<file path="config.mk">
export PLATFORM = sky130hd
export DESIGN_NAME = cexp_write_unit
export DESIGN_NICKNAME = d
export VERILOG_FILES = /design/src/rtl/cexp_write_unit.sv
export SDC_FILE = /design/constraint.sdc
export NUM_CORES = 1
export LEC_CHECK = 0
export BUFFER_PORTS_ARGS = -buffer_cell sky130_fd_sc_hd__buf_2
export CORE_AREA = 5 5 168 170
export DETAILED_ROUTE_END_ITERATION = 7
export DIE_AREA = 0 0 173 175
export GPL_ROUTABILITY_DRIVEN = 0
export MAX_ROUTING_LAYER = met4
export PLACE_DENSITY = 0.62
export SLEW_MARGIN = 20
export SYNTH_ARGS = -nofsm -noshare
export SYNTH_HDL_FRONTEND = slang
export SYNTH_SLANG_ARGS = --single-unit
</file>
<file path="constraint.sdc">
create_clock -name clk -period 1.1 [get_ports clk]
set_input_delay 0.22 -clock clk [delete_from_list [all_inputs] [get_ports clk]]
set_output_delay 0.22 -clock clk [all_outputs]
set_load 0.1 [all_outputs]
</file>
<file path="src/rtl/cexp_write_unit.sv">
module cexp_write_unit #(
  parameter int AW = 16,
  parameter int CW = 16,
  localparam int MAW = AW + 4,
  localparam int NPIX = 8,
  localparam int NLANE = 2 * NPIX
) (
  input  logic               clk,
  input  logic               rst_n,
  input  logic               cpu_we,
  input  logic [AW-1:0]      cpu_addr,
  input  logic [7:0]         cpu_data,
  input  logic               cx_enable,
  input  logic               cx_opaque,
  input  logic               cx_pix16,
  input  logic               cx_scale,
  input  logic [CW-1:0]      cx_fg,
  input  logic [CW-1:0]      cx_bg,
  input  logic [7:0]         cx_mask,
  output logic               mem_we,
  output logic [MAW-1:0]     mem_addr,
  output logic [8*NLANE-1:0] mem_data,
  output logic [NLANE-1:0]   mem_be
);

  logic [NPIX-1:0]    pen;
  logic [8*NPIX-1:0]  d_narrow;
  logic [8*NLANE-1:0] d_wide;
  logic [NLANE-1:0]   be_wide;

  for (genvar p = 0; p < NPIX; p++) begin : g_pix
    wire          bit_on = cpu_data[NPIX-1-p];
    wire [CW-1:0] col    = bit_on ? cx_fg : cx_bg;
    assign pen[p] = cx_mask[NPIX-1-p] & (cx_opaque | bit_on);
    assign d_narrow[8*p +: 8]      = col[7:0];
    assign d_wide[16*p +: 16]      = col[15:0];
    assign be_wide[2*p +: 2]       = {2{pen[p]}};
  end

  logic [2:0]         sh_nx;
  logic [MAW-1:0]     addr_nx;
  logic [8*NLANE-1:0] data_nx;
  logic [NLANE-1:0]   be_nx;

  always_comb begin
    sh_nx   = !cx_enable ? 3'd0 : cx_pix16 ? 3'd4 : cx_scale ? 3'd3 : 3'd0;
    addr_nx = MAW'(cpu_addr) << sh_nx;
    if (!cx_enable) begin
      data_nx = {{(8*NLANE-8){1'b0}}, cpu_data};
      be_nx   = NLANE'(1);
    end else if (cx_pix16) begin
      data_nx = d_wide;
      be_nx   = be_wide;
    end else begin
      data_nx = {{(8*NPIX){1'b0}}, d_narrow};
      be_nx   = {{NPIX{1'b0}}, pen};
    end
  end

  always_ff @(posedge clk) begin
    if (!rst_n) begin
      mem_we   <= 1'b0;
      mem_addr <= '0;
      mem_data <= '0;
      mem_be   <= '0;
    end else begin
      mem_we   <= cpu_we;
      mem_addr <= cpu_we ? addr_nx : mem_addr;
      mem_data <= cpu_we ? data_nx : mem_data;
      mem_be   <= cpu_we ? be_nx : '0;
    end
  end

  AST_IDLE_NO_LANES: assert property (@(posedge clk) disable iff (!rst_n)
    !mem_we |-> mem_be == '0);
  AST_STROBE_DELAY: assert property (@(posedge clk) disable iff (!rst_n)
    1'b1 |-> mem_we == $past(cpu_we));
  AST_PASS_LANE0: assert property (@(posedge clk) disable iff (!rst_n)
    $past(cpu_we && !cx_enable) |-> (mem_be == NLANE'(1) && mem_addr == MAW'($past(cpu_addr))));
  AST_OPAQUE_COUNT: assert property (@(posedge clk) disable iff (!rst_n)
    $past(cpu_we && cx_enable && cx_opaque && !cx_pix16) |-> $countones(mem_be) == $countones($past(cx_mask)));
  AST_MASK_BOUND: assert property (@(posedge clk) disable iff (!rst_n)
    $past(cpu_we && cx_enable && !cx_pix16) |-> $countones(mem_be) <= $countones($past(cx_mask)));
  AST_WIDE_ALIGN: assert property (@(posedge clk) disable iff (!rst_n)
    $past(cpu_we && cx_enable && cx_pix16) |-> mem_addr[3:0] == 4'd0);
  AST_NARROW_UPPER: assert property (@(posedge clk) disable iff (!rst_n)
    $past(cpu_we && cx_enable && !cx_pix16) |-> mem_be[NLANE-1:NPIX] == '0);

endmodule

</file>
==> flow_summary.yaml, run 1 <==
synthesis:
  synth.yosys.warnings: 0
  post_synth.cell_area_avg_um2: 9.09
  synthesis.nets: 929
  synth-edff-count: 0
  synth.ff_latch_count: 161
  yosysTopAreaCellShare_pct: 41.3
  syn-instance-count: 858
  yosysSeqAreaShare_pct: 41.3
  synth_top_flop_cell: "sky130_fd_sc_hd__dfxtp_1"
  share_of_async_settable_or_async_resettable_flops_after_synthesis_pct: 0
  synth.largest_area_cell: "sky130_fd_sc_hd__dfxtp_1"
  ys_top_cells_by_area: "sky130_fd_sc_hd__dfxtp_1, sky130_fd_sc_hd__mux2i_1, sky130_fd_sc_hd__o21a_1"
  synthesis.area_um2: 7790
  synthDistinctLibCells: 37
placed_design:
  dpl_cell_area_um2: 12700
  place_hpwl_um: 23700
  placement.io_buffers: 235
  dp_cells: 1449
worst_setup_path:
  cp_data_arrival_time_ns: 1.00
  crit_chain: "buf_12"
  critPathRequiredTime_ns: 0.88
  cp_num_buf_inv: 1
  critical_path.slowest_cell: "sky130_fd_sc_hd__dfxtp_4"
  slowest_delay_ns: 0.38
  setup_cp_type: "flip-flop to primary output"
  worst_setup_path_end_kind: "primary output"
  critical-path-top-delay-family: "flip-flops"
  cp-start-kind: "flip-flop"
  cp_max_fo: 2
  rrSetupSlack_ns: 0.29
status:
  violations: "setup timing"
  run_status: "finished with violations"
detailed_routing:
  postRouteWirelength_um: 30700
  route.detailed.wl_per_inst_um: 20.6
  post_drt_via_cell_ratio: 5.03
  detailroute.via_count: 7479
  drtAntennaViolNets: 0
  post-route-drc-count: 0
  drt-pass1-iter-count: 5
  dr.first_iter.drc_count: 554
global_route:
  global_route.usage.total_pct: 20.4
  global_route_wire_length_before_repair_um: 46200
  maximum_number_of_pins_on_one_net_before_global_route_repair: 47
  globalRoute.totalOverflow: 0
  antenna_found_initial: 3
  via_count_of_the_first_global_routing_pass: 7626
sta:
  whs_ns: 0.0409
  report.final.setup_viol: 165
  relative_slew_slack_pct: 71.5
  worst-slew-pin-transition_ns: 0.428
  report.final.hold_viol_count: 0
  grt_setup_unrepaired: "yes"
  fmax_mhz: 823
  worst_clock_skew_ns: 0
  timing.final.crit_share_pct: 110
  min_tclk_post_route_ns: 1.22
  timing_max_transition_violations_final: 0
  setup_slack_ns: -0.115
die:
  num_rows: 60
  floorplan.core_area_um2: 26600
  floorplan_die_width_um: 173
  die_height_um: 175
  ioPinCount: 236
  effective_utilization_at_floorplan_pct: 29.3
  die_area_um2: 30300
final_layout:
  nets: 1201
  non_filler_instance_count_after_layout: 1487
  area_delta_synth_final_pct: 71.6
  ratio_of_cells_with_drive_above_1_in_the_final_layout_pct: 49.1
  final_common_cell: "sky130_fd_sc_hd__buf_12"
  mostFrequentLayoutCells: "sky130_fd_sc_hd__buf_12, sky130_fd_sc_hd__dfxtp_2, sky130_fd_sc_hd__mux2i_1"
  final_area_um2: 13400
  postLayoutCoreUtil_pct: 50.3
clocking:
  cts.reportedPaths.clkPinSlew_ns: 0.07
  worstSkewPairLatency_ns: 0.43
  maximum_count_of_clock_buffers_along_a_single_path: 2
  cts_max_level: 4
  tritoncts: "yes"
  cts_hold_repair.buffers: 0
  ctsRootBufferMaster: "sky130_fd_sc_hd__clkbuf_16"
  numCtsBuffers: 17
  numClockSinks: 161
power:
  static-leakage-power_nw: 5.62
  power.density_nw_per_um2: 1280
  vdd_ir_drop_max_v: 0.000785
job:
  timing.max_cap.violations: 0
hold_path:
  worst_hold_path_type: "primary input to flip-flop"
-- power breakdown --
group          switching [mW]  internal (mW)
clock                    2.76           3.04
sequential              0.264           6.08
combinational            3.06           1.94
-- per-stage QoR --
step / TNS, ns / total power, mW / setup slack [ns]
2_1_floorplan: -0.142 / 9.38 / -0.142
3_3_place_gp: -19.35 / 11.5 / -0.273
3_5_place_dp: -23.04 / 11.5 / -0.305
4_1_cts: -18.01 / 17.3 / -0.133
5_1_grt: -19.75 / 17.7 / -0.146
6_report: -14.43 / 17.1 / -0.115
-- flip-flops by register name, summed over array words and instances (netlist names) --
signal / cells
mem_we: 1
mem_addr: 20
mem_data: 128
mem_be: 12
-- layout make-up --
class	count	area [um2]
antenna	3	7.51
timing repair buffer	363	4930
tap	341	427
inverter	2	7.51
clock buffer	19	443
multi-input combinational	585	3970
clock inverter	13	116
sequential	161	3480
fill	2377	13200
-- kinds of logic (layout without fill, tap and decap cells) --
kind of cell           after synthesis  after routing  share of synthesized area, %
AOI/OAI and AO/OA                  275            275                          21.8
and+or+nand+nor                    182            182                          12.4
DFF                                161            161                          41.3
muxes                              128            128                          16.5
buffers and inverters              112            397                          7.91
other                                0              3                             0
-- repair_timing --
| action | in CTS | in global routing |
|---|---|---|
| setup endpoints to repair | 165 | 165 |
| gates resized for setup | 10 | 10 |
| setup buffers | 1 | 2 |
-- Yosys cell counts (2+ instances only) --
cell type / count
sky130_fd_sc_hd__buf_4: 23
sky130_fd_sc_hd__a22o_1: 4
sky130_fd_sc_hd__and3_1: 2
sky130_fd_sc_hd__clkbuf_1: 23
sky130_fd_sc_hd__a21oi_1: 22
sky130_fd_sc_hd__o21ai_1: 65
sky130_fd_sc_hd__o211ai_1: 3
sky130_fd_sc_hd__nand3_1: 11
sky130_fd_sc_hd__nand2_1: 72
sky130_fd_sc_hd__buf_6: 8
sky130_fd_sc_hd__a21o_1: 10
sky130_fd_sc_hd__o21a_1: 57
sky130_fd_sc_hd__a31oi_1: 12
sky130_fd_sc_hd__a2bb2oi_1: 16
sky130_fd_sc_hd__o22ai_1: 41
sky130_fd_sc_hd__and2_1: 3
sky130_fd_sc_hd__o31a_1: 2
sky130_fd_sc_hd__buf_2: 36
sky130_fd_sc_hd__dfxtp_1: 161
sky130_fd_sc_hd__nand3b_1: 5
sky130_fd_sc_hd__inv_1: 2
sky130_fd_sc_hd__nor2_1: 11
sky130_fd_sc_hd__mux2i_1: 127
sky130_fd_sc_hd__nand2b_1: 10
sky130_fd_sc_hd__buf_1: 18
sky130_fd_sc_hd__o21ai_0: 42
sky130_fd_sc_hd__nor2b_1: 62
-- final timing paths --
kind | from | end | cells after the start
setup / recovery | mem_data[29] | mem_data[29] | 1
hold / removal | cpu_addr[2] | mem_addr[2] | 2
setup reg to reg | mem_addr[7] | mem_addr[7] | 2
hold reg to reg | mem_data[101] | mem_data[101] | 2
-- metal layers --
metal,vias up,wire (um),global-route usage (%)
met2,272,14300,31.6
met3,73,1930,5.45
met5,-,0,-
li1,3575,-,-
met4,0,1460,10.8
met1,3559,13000,24.4
(Power assumes the default switching activity.)
==> inputs of run 2 (changes only) <==
--- a/config.mk
+++ b/config.mk
@@ -5,10 +5,11 @@
 export SDC_FILE = /design/constraint.sdc
 export NUM_CORES = 1
 export LEC_CHECK = 0
+export ABC_AREA = 1
 export BUFFER_PORTS_ARGS = -buffer_cell sky130_fd_sc_hd__buf_2
-export CORE_AREA = 5 5 168 170
+export CORE_AREA = 5 5 167 169
 export DETAILED_ROUTE_END_ITERATION = 7
-export DIE_AREA = 0 0 173 175
+export DIE_AREA = 0 0 172 174
 export GPL_ROUTABILITY_DRIVEN = 0
 export MAX_ROUTING_LAYER = met4
 export PLACE_DENSITY = 0.62
==> flow_summary.yaml, run 2 <==
synthesis:
  syn-instance-count: 1122
  synth_top_flop_cell: "sky130_fd_sc_hd__dfxtp_1"
  synthDistinctLibCells: 32
  synth.yosys.warnings: 0
  ys_top_cells_by_area: "sky130_fd_sc_hd__dfxtp_1, sky130_fd_sc_hd__nand2_1, sky130_fd_sc_hd__o21ai_0"
  synth-edff-count: 0
  synthesis.area_um2: 7720
  share_of_async_settable_or_async_resettable_flops_after_synthesis_pct: 0
  yosys-top-cells-count: "sky130_fd_sc_hd__nand2_1, sky130_fd_sc_hd__dfxtp_1, sky130_fd_sc_hd__o21ai_0"
  synth.ff_latch_count: 161
  synthesis.nets: 1193
  synth_most_common_cell: "sky130_fd_sc_hd__nand2_1"
  synth.largest_area_cell: "sky130_fd_sc_hd__dfxtp_1"
  yosysSeqAreaShare_pct: 41.7
  yosysTopAreaCellShare_pct: 41.7
  post_synth.cell_area_avg_um2: 6.88
power:
  power.density_nw_per_um2: 1260
  static-leakage-power_nw: 6.08
  vdd_ir_drop_max_v: 0.000857
sta:
  report.final.setup_viol: 165
  whs_ns: 0.0652
  worst-slew-pin-transition_ns: 0.442
  min_tclk_post_route_ns: 1.20
  timing_max_transition_violations_final: 0
  relative_slew_slack_pct: 70.2
  fmax_mhz: 835
  timing.final.crit_share_pct: 109
  grt_setup_unrepaired: "yes"
  worst_clock_skew_ns: 0
  report.final.hold_viol_count: 0
  setup_slack_ns: -0.0980
detailed_routing:
  drtAntennaViolNets: 0
  post_drt_via_cell_ratio: 5.08
  drt-pass1-iter-count: 6
  detailroute.via_count: 8892
  dr.first_iter.drc_count: 1208
  route.detailed.wl_per_inst_um: 18.5
  postRouteWirelength_um: 32400
  post-route-drc-count: 0
hold_path:
  min-delay-start: "cpu_addr[2]"
  worst_hold_path_type: "primary input to flip-flop"
  worstHoldPathCells: 3
  hold_end: "mem_addr[2]"
worst_setup_path:
  worst_r2r_path_depth: 2
  cp_num_buf_inv: 1
  worst_r2r_endpoint: "mem_data[97]"
  setup_cp_type: "flip-flop to primary output"
  crit-reg2reg-launch: "mem_data[97]"
  cp_data_arrival_time_ns: 0.98
  worst_setup_path_end_kind: "primary output"
  rrSetupSlack_ns: 0.29
  slowest_delay_ns: 0.37
  critical-path-top-delay-family: "flip-flops"
  cp_max_fo: 2
  critPathRequiredTime_ns: 0.88
  critical_path.slowest_cell: "sky130_fd_sc_hd__dfxtp_4"
  crit_chain: "buf_12"
  cp-start-kind: "flip-flop"
final_layout:
  postLayoutCoreUtil_pct: 51.3
  area_delta_synth_final_pct: 75.7
  number_of_flip_flops_under_the_largest_register_name: 128
  fill_cell_count: 2454
  nets: 1465
  largest_register: "mem_data"
  registers_with_the_most_flip_flops: "mem_data: 128 flops, mem_addr: 20 flops, mem_be: 12 flops"
  ratio_of_cells_with_drive_above_1_in_the_final_layout_pct: 39.9
  final_common_cell: "sky130_fd_sc_hd__nand2_1"
  mostFrequentLayoutCells: "sky130_fd_sc_hd__nand2_1, sky130_fd_sc_hd__buf_12, sky130_fd_sc_hd__o21ai_0"
global_route:
  global_route_wire_length_before_repair_um: 48800
  via_count_of_the_first_global_routing_pass: 8496
  antenna_found_initial: 1
  globalRoute.totalOverflow: 0
  global_route.usage.total_pct: 21.6
  maximum_number_of_pins_on_one_net_before_global_route_repair: 52
job:
  timing.max_cap.violations: 0
clocking:
  tritoncts: "yes"
  cts_max_level: 4
  numClockSinks: 161
  ctsRootBufferMaster: "sky130_fd_sc_hd__clkbuf_16"
  cts.reportedPaths.clkPinSlew_ns: 0.07
  worstSkewPairLatency_ns: 0.42
  maximum_count_of_clock_buffers_along_a_single_path: 2
  numCtsBuffers: 17
status:
  run_status: "finished with violations"
  violations: "setup timing"
placed_design:
  place_hpwl_um: 24400
  placement.io_buffers: 235
die:
  floorplan.core_area_um2: 26400
  ioPinCount: 236
  floorplan_die_width_um: 172
  die_height_um: 174
  effective_utilization_at_floorplan_pct: 29.2
  num_rows: 60
  die_area_um2: 29900
==> run 2: cell count changes after synthesis, sizes merged, moves of 26 or more <==
cell | previous run | this run
nand2 | 72 | 347
mux2i | 127 | 0
nand3 | 12 | 135
inv | 2 | 103
nor2b | 63 | 0
o21a | 57 | 6
buf | 85 | 35
o21ai | 107 | 152
o22ai | 41 | 0
clkbuf | 25 | 61
a32o | 0 | 30
o211ai | 3 | 29
==> run 2: kinds of logic after synthesis <==
group | share of synthesized area [%]
and+or+nand+nor | 27.2
muxes | 0.146
DFF | 41.7
AOI/OAI and AO/OA | 20.2
buffers and inverters | 10.7
==> run 2: per-layer routing <==
metal	track usage, %	routed length, um	vias to the layer above
met5	-	0	-
met4	6.75	878	0
met3	4.91	3190	62
met2	33.9	15500	483
met1	27.6	12800	4090
li1	-	-	4257
==> run 2: cell type report <==
type / instances / area (um2) / area share [%]
Antenna cell: 1 / 2.50 / 0.0184
Clock buffer: 17 / 425 / 3.14
Clock inverter: 15 / 164 / 1.21
Inverter: 104 / 394 / 2.91
Multi-Input combinational cell: 761 / 3690 / 27.2
Sequential cell: 161 / 3560 / 26.2
Tap cell: 341 / 427 / 3.14
Timing Repair Buffer: 349 / 4900 / 36.1
==> run 2: tightest hold or removal path, stage by stage <==
cell	delay, ns
sky130_fd_sc_hd__buf_2	0.12
sky130_fd_sc_hd__nand2_1	0.06
sky130_fd_sc_hd__a21oi_1	0.04
==> run 2: report_power, final <==
part / total [mW] / internal [mW] / switching, mW
Clock: 5.91 / 3.06 / 2.85
Sequential: 6.31 / 6.03 / 0.282
Combinational: 4.88 / 1.72 / 3.16
Total: 17.1 / 10.8 / 6.29
==> run 2: stage by stage <==
stage	instances	instance area, um2	setup WS (ns)	setup TNS (ns)	power [mW]
after floorplan	1122	8000	-0.142	-0.341	9.22
after global placement	1704	12800	-0.186	-17.40	11.3
after detailed placement	1704	12800	-0.218	-20.28	11.4
after CTS	1743	13500	-0.122	-16.51	17.2
after global routing	1749	13600	-0.134	-18.81	17.7
final	1749	13600	-0.0980	-13.42	17.1
==> run 2: worst max path at each step <==
stage                       from      endpoint  slack [ns]  cells after the start
detailed placement     cx_enable   mem_addr[8]       -0.22                      8
floorplan             mem_be[11]    mem_be[11]       -0.14                      1
finish               mem_data[4]   mem_data[4]        -0.1                      1
global route        mem_data[51]  mem_data[51]       -0.13                      1
global placement        cx_bg[2]  mem_data[34]       -0.19                      8
CTS                 mem_data[35]  mem_data[35]       -0.12                      1
==> run 2: what timing repair did <==
action,in CTS,in global routing
endpoints found under the setup margin,165,165
buffers inserted,7,5
pin swaps,0,0
gates resized for setup,29,22
hold buffers,0,0
